==> config.mk <==
export PLATFORM = sky130hd
export DESIGN_NAME = mp_pwm_seq
export DESIGN_NICKNAME = d
export VERILOG_FILES = /design/src/rtl/mp_pkg.sv /design/src/rtl/mp_ramp_timer.sv /design/src/rtl/mp_chan.sv /design/src/rtl/mp_pwm_seq.sv
export SDC_FILE = /design/constraint.sdc
export NUM_CORES = 1
export LEC_CHECK = 0
export BUFFER_PORTS_ARGS = -buffer_cell sky130_fd_sc_hd__buf_2
export CORE_MARGIN = 1
export CORE_UTILIZATION = 49
export CTS_BUF_LIST = sky130_fd_sc_hd__clkbuf_2 sky130_fd_sc_hd__clkbuf_4 sky130_fd_sc_hd__clkbuf_8
export DETAILED_ROUTE_END_ITERATION = 10
export PLACE_DENSITY = 0.66
export SLEW_MARGIN = 0
export SYNTH_ARGS = -nofsm -noshare
export SYNTH_HDL_FRONTEND = slang
export SYNTH_SLANG_ARGS = --single-unit
==> constraint.sdc <==
create_clock -name clk -period 16.7 [get_ports clk]
set_input_delay 2.505 -clock clk [delete_from_list [all_inputs] [get_ports clk]]
set_output_delay 2.505 -clock clk [all_outputs]
set_load 0.01 [all_outputs]
==> src/rtl/mp_pkg.sv <==
package mp_pkg;
  localparam int MAX_CH = 3;

  // forced-low length: a quarter cycle, rounded up so it is never shorter
  function automatic int quarter_ceil(int p);
    return (p + 3) / 4;
  endfunction

  // counter value at which channel ch terminates its pulse
  function automatic int phase_offset(int p, int ch, logic two);
    if (two) return (ch == 1) ? p / 2 : 0;
    return (p * ch) / 3;
  endfunction

  // channel ramp: master count shifted back by the offset, modulo p
  function automatic int ramp_of(int cnt, int off, int p);
    return (cnt >= off) ? cnt - off : cnt + p - off;
  endfunction
endpackage

==> src/rtl/mp_ramp_timer.sv <==
module mp_ramp_timer import mp_pkg::*; #(
  parameter int CW   = 12,
  parameter int MINP = 8
) (
  input  logic                 clk,
  input  logic                 rst_n,
  input  logic                 enable,
  input  logic [CW-1:0]        period_i,
  input  logic                 two_i,
  input  logic [MAX_CH*CW-1:0] cmp_i,
  output logic [CW-1:0]        cnt_o,
  output logic [CW-1:0]        per_o,
  output logic                 two_o,
  output logic [MAX_CH*CW-1:0] cmp_o
);
  localparam logic [CW-1:0] FLOOR = CW'(MINP);

  logic [CW-1:0]        cnt_q, per_q;
  logic                 two_q;
  logic [MAX_CH*CW-1:0] cmp_q;
  logic [CW-1:0]        per_in_w;
  logic                 wrap_w;

  assign per_in_w = (period_i < FLOOR) ? FLOOR : period_i;
  assign wrap_w   = (cnt_q == per_q - CW'(1));

  always_ff @(posedge clk or negedge rst_n) begin
    if (!rst_n) begin
      cnt_q <= '0;
      per_q <= FLOOR;
      two_q <= 1'b0;
      cmp_q <= '0;
    end else if (!enable || wrap_w) begin
      cnt_q <= '0;
      per_q <= per_in_w;
      two_q <= two_i;
      cmp_q <= cmp_i;
    end else begin
      cnt_q <= cnt_q + CW'(1);
    end
  end

  assign cnt_o = cnt_q;
  assign per_o = per_q;
  assign two_o = two_q;
  assign cmp_o = cmp_q;

  p_cnt_in_range_r3: assert property (@(posedge clk) disable iff (!rst_n)
    cnt_q < per_q);
  p_period_floor_r10: assert property (@(posedge clk) disable iff (!rst_n)
    per_q >= FLOOR);
  p_hold_midcycle_r7: assert property (@(posedge clk) disable iff (!rst_n)
    (enable && cnt_q != per_q - CW'(1)) |=> ($stable(cmp_q) && $stable(per_q) && $stable(two_q)));
endmodule

==> src/rtl/mp_chan.sv <==
module mp_chan #(
  parameter int CW = 12
) (
  input  logic          clk,
  input  logic          rst_n,
  input  logic          run,
  input  logic          active,
  input  logic [CW-1:0] ramp,
  input  logic [CW-1:0] cmp,
  input  logic [CW-1:0] qlen,
  output logic          pwm_o,
  output logic          smp_o
);
  logic          pwm_q, smp_q, started_q;
  logic [CW-1:0] hold_q;
  logic          term_w, armed_w, cross_w;

  assign term_w  = run && active && (ramp == '0);
  assign armed_w = started_q && (hold_q == '0);
  assign cross_w = (ramp >= cmp);

  always_ff @(posedge clk or negedge rst_n) begin
    if (!rst_n) begin
      pwm_q <= 1'b0; smp_q <= 1'b0; started_q <= 1'b0; hold_q <= '0;
    end else if (!run || !active) begin
      pwm_q <= 1'b0; smp_q <= 1'b0; started_q <= 1'b0; hold_q <= '0;
    end else begin
      smp_q <= started_q && (hold_q == CW'(1)) && !term_w;
      if (term_w) begin
        pwm_q     <= 1'b0;
        started_q <= 1'b1;
        hold_q    <= qlen - CW'(1);
      end else begin
        if (hold_q != '0) hold_q <= hold_q - CW'(1);
        if (armed_w && cross_w) pwm_q <= 1'b1;
      end
    end
  end

  assign pwm_o = pwm_q;
  assign smp_o = smp_q;

  // independent trackers for the forced-low check
  logic [CW-1:0] low_run_q, qlat_q;
  always_ff @(posedge clk or negedge rst_n) begin
    if (!rst_n) begin
      low_run_q <= '1;
      qlat_q    <= '0;
    end else begin
      if (pwm_q) low_run_q <= '0;
      else if (low_run_q != '1) low_run_q <= low_run_q + CW'(1);
      if (term_w) qlat_q <= qlen;
    end
  end

  p_term_low_r3: assert property (@(posedge clk) disable iff (!rst_n)
    term_w |=> !pwm_q);
  p_forced_low_r4: assert property (@(posedge clk) disable iff (!rst_n)
    $rose(pwm_q) |-> (low_run_q >= qlat_q));
  p_quiet_off_r8: assert property (@(posedge clk) disable iff (!rst_n)
    (!run || !active) |=> (!pwm_q && !smp_q));
  p_sample_low_r9: assert property (@(posedge clk) disable iff (!rst_n)
    smp_q |-> !pwm_q);
endmodule

==> src/rtl/mp_pwm_seq.sv <==
module mp_pwm_seq import mp_pkg::*; #(
  parameter int CW   = 12,
  parameter int MINP = 8
) (
  input  logic                 clk,
  input  logic                 rst_n,
  input  logic                 enable,
  input  logic [CW-1:0]        period_i,
  input  logic                 two_phase_i,
  input  logic [MAX_CH*CW-1:0] cmp_i,
  output logic [MAX_CH-1:0]    pwm_o,
  output logic [MAX_CH-1:0]    sample_o
);
  logic [CW-1:0]        cnt_w, per_w, qlen_w;
  logic                 two_w;
  logic [MAX_CH*CW-1:0] cmp_w;

  mp_ramp_timer #(.CW(CW), .MINP(MINP)) u_timer (
    .clk(clk), .rst_n(rst_n), .enable(enable),
    .period_i(period_i), .two_i(two_phase_i), .cmp_i(cmp_i),
    .cnt_o(cnt_w), .per_o(per_w), .two_o(two_w), .cmp_o(cmp_w)
  );

  assign qlen_w = CW'(quarter_ceil(int'(per_w)));

  logic [CW-1:0] off_w  [MAX_CH];
  logic [CW-1:0] ramp_w [MAX_CH];
  logic          act_w  [MAX_CH];

  for (genvar g = 0; g < MAX_CH; g++) begin : g_ch
    assign off_w[g]  = CW'(phase_offset(int'(per_w), g, two_w));
    assign ramp_w[g] = CW'(ramp_of(int'(cnt_w), int'(off_w[g]), int'(per_w)));
    if (g < MAX_CH - 1) begin : g_always
      assign act_w[g] = 1'b1;
    end else begin : g_moded
      assign act_w[g] = !two_w;
    end
    mp_chan #(.CW(CW)) u_chan (
      .clk(clk), .rst_n(rst_n), .run(enable), .active(act_w[g]),
      .ramp(ramp_w[g]), .cmp(cmp_w[g*CW +: CW]), .qlen(qlen_w),
      .pwm_o(pwm_o[g]), .smp_o(sample_o[g])
    );
  end

  p_third_idle_r2: assert property (@(posedge clk) disable iff (!rst_n)
    two_w |=> (!pwm_o[MAX_CH-1] && !sample_o[MAX_CH-1]));
  p_one_term_r1: assert property (@(posedge clk) disable iff (!rst_n)
    $countones({ramp_w[0] == '0, ramp_w[1] == '0}) <= 1);
endmodule

==> results.toml <==
[run_status]
status = "completed"

[setup_path]
regToRegStartpoint = "u_timer.per_o[10]"
rrSetupSlack_ps = 5070
path_buf_inv = 1
slowest_stage = "dfrtp_1"
rr_worst_depth = 48
startpoint_type = "flop"
worstPathMaxFanout = 31
cp_common_cell = "a21o_1"
worstSetupEndpointType = "flop"
worstSetupPathType = "reg2reg"
cpPeakStageDelay_ps = 940
critical_path_required_ps = 17010
arrival_ps = 11940
r2r_end = "g_ch[2].u_chan.pwm_o"
cp_top_family = "compound AO/OA/AOI/OAI gates"

[die]
ios = 58
die_h_um = 158.7
core_um2 = 23750
start_util_pct = 50.65
rows = 56
die-area_um2 = 25180
die_x_um = 158.7

[clock_network]
cts_resized = 0
postCtsSetupBuffers = 0
cts_num_sinks = 106
clockBufferDepth = 2
cts_tree = "built"
root_buffer = "clkbuf_8"
ctsHtreeMaxLevel = 3
clock_latency_ps = 400
path_clk_slew_ps = 120
hold_buffers = 0
cts_made_buffers = 9

[hold_path]
hold_path_class = "reg2reg"
min_to = "g_ch[0].u_chan.pwm_o"
hold_path_depth = 2
hold_start = "g_ch[0].u_chan.pwm_o"

[yosys]
avgSynthCellArea_um2 = 7.838
yosys_warnings = 0
ys_seq_area_share_pct = 22.06
yosysUniqueCellTypes = 98
synth-seq-cells = 106
async_reset_ff_share_pct = 100.0
synth_area_um2 = 12030
synth_flop_cell = "dfrtp_1"
netlist_instances = 1535
synth_area_leaders = "dfrtp_1, ha_1, xnor2_1"
synth_edf_count = 0
synth.largest_area_cell = "dfrtp_1"
synth_top_area_share_pct = 21.84
synth_fp_nets = 1699

[final_layout]
num-nets-final = 1702
regArea_um2 = 2654
area_growth_pct = 5.408
drive_above_1_share_pct = 10.43
fill_cells = 2314
multi_input_area_um2 = 8642
antennaDiodeCount = 0

[sta]
min_period_over_period_pct = 69.62
skew_ps = 17.25
layout_min_cycle_time_ps = 11630
setup_violations = 0
tightest_slew_ps = 1112
max_freq_mhz = 86.02
final_max_slew_viol_count = 0
tns_ps = 0
hold_viol_final = 0
relSlewSlack_pct = 25.46
rsz0062_at_grt = "false"
setup_slack_ps = 5074

[grt]
antenna_found_initial = 0
grt_max_degree = 96
grt_pass1_vias = 10730
track_usage_pct = 28.96
globalRoute.totalOverflow = 0
grt_pass1_wl_um = 56800

[drt]
wl_per_cell_um = 19.23
drtIter0Drc = 1138
drc_errors = 0
dr.pass1.iters = 6
vias = 11490
drtAntennaViolNets = 0
drt_wl_total_um = 35810
detail_route.vias_per_cell = 6.170

[power]
comb_power_share_pct = 65.7
p_switching_uw = 717.4
ir_worst_vdd_uv = 76.77
seq_power_share_pct = 23.1
pwr-share-clk_pct = 11.2
p_sw_share_pct = 48.85
p_int_uw = 751.1
leakage_uw = 0.005815
power_density_nw_per_um2 = 115.8

[placement]
portBuffers = 57
hpwlAfterDp_um = 26990
post-place-ws_ps = 5275
gp_congestion = 0.9656

[run]
drv_cap = 0
==> power groups by stage <==
stage	logic [uW]	registers, uW	clock network (uW)
6_report	964	340	165
3_5_place_dp	942	343	0
2_1_floorplan	745	326	0
3_3_place_gp	932	342	0
5_1_grt	1070	345	176
4_1_cts	950	338	169
==> Yosys cell counts (all sizes together), types with 25 or more instances <==
cell type and count:
nand2 147, a21o 37, a21oi 64, xor2 37, clkbuf 51, a211oi 32
xnor2 81, mux2i 25, nor3 46, buf 31, inv 99, nand3 46
dfrtp 105, nor2 149, mux2 25, o21ai 130, ha 107
==> routing by layer <==
layer  global-route usage, %  up-vias  wire, um
li1                        -     5529         -
met1                   39.96     5475     16260
met2                   46.03      425     16120
met3                   4.736       60      2566
met4                   8.837        0       863
met5                       0        -         0
==> state kept, by name, summed over array words and instances (netlist names) <==
signal                 flops
g_ch.u_chan.hold_q        36
u_timer.cmp_o             36
g_ch.u_chan.smp_o          3
u_timer.per_o             12
u_timer.two_o              1
g_ch.u_chan.pwm_o          3
g_ch.u_chan.started_q      3
u_timer.cnt_o             12
==> worst min-delay path: stages, from the launching register on <==
cell	delay, ps
dfrtp_1	370
a31oi_1	40
nor2_1	90
==> per-stage QoR <==
stage / cell area [um2] / power [uW] / cells / hold slack (ps) / util (%)
after floorplan: 12030 / 1070 / 1535 / 463.7 / -
after global placement: 12490 / 1274 / 1846 / 474.6 / 52.57
after detailed placement: 12490 / 1285 / 1846 / 509.8 / 52.57
after CTS: 12680 / 1457 / 1862 / 538.2 / 53.39
after global routing: 12680 / 1587 / 1862 / 560.5 / 53.39
final: 12680 / 1469 / 1862 / 530.0 / 53.39
==> kinds of logic (layout without fill, tap and decap cells) <==
logic type      count (synthesis)  in the layout  synth area share, %
flops                         106            106                22.06
compound gates                423            423                24.47
fa+ha+maj                     113            113                12.04
simple gates                  543            543                22.17
buf+inv                       182            190                6.219
mux                            50             50                4.451
xor+xnor                      118            118                8.590
==> worst max-delay path by stage <==
stage / start / to / depth (start not counted)
final: u_timer.per_o[10] / g_ch[2].u_chan.pwm_o / 48
after global routing: u_timer.per_o[10] / g_ch[2].u_chan.pwm_o / 48
after CTS: u_timer.per_o[10] / g_ch[2].u_chan.pwm_o / 48
after detailed placement: u_timer.per_o[10] / g_ch[2].u_chan.pwm_o / 48
after global placement: u_timer.per_o[10] / g_ch[2].u_chan.pwm_o / 48
after floorplan: u_timer.per_o[10] / g_ch[2].u_chan.pwm_o / 53
==> final cells by class <==
cell class,count,area share [%]
multi-input cells,1247,68.14
inverters,100,2.960
clock inverters,7,0.5722
well taps,319,3.147
repair buffers,74,3.275
flip-flops and latches,106,20.93
clock buffers,9,0.9767
==> placed cells by master, fill, tap and decap left out, types with 6 or more instances in the layout <==
cell type and instances:
clkbuf_8 9, nor2b_1 21, o22ai_1 7, or3_1 13, o21bai_1 11, a211oi_1 32
inv_1 99, mux2i_1 24, and3_1 15, or4_1 6, nor2_1 146, dfrtp_1 105
xnor2_1 81, mux2_2 25, a22oi_1 6, a21boi_0 19, ha_1 107, a21o_1 37
nand4_1 22, or2_2 6, a21oi_1 59, nand2b_1 24, nand3b_1 6, a31oi_1 19
nor4_1 17, a221oi_1 8, nand2_1 144, nand3_1 45, o21a_1 9, and2_1 6
buf_4 18, xor2_1 37, o21ai_0 124, nor3_1 42, buf_2 56
No activity file was read; power rests on OpenSTA's default activity.
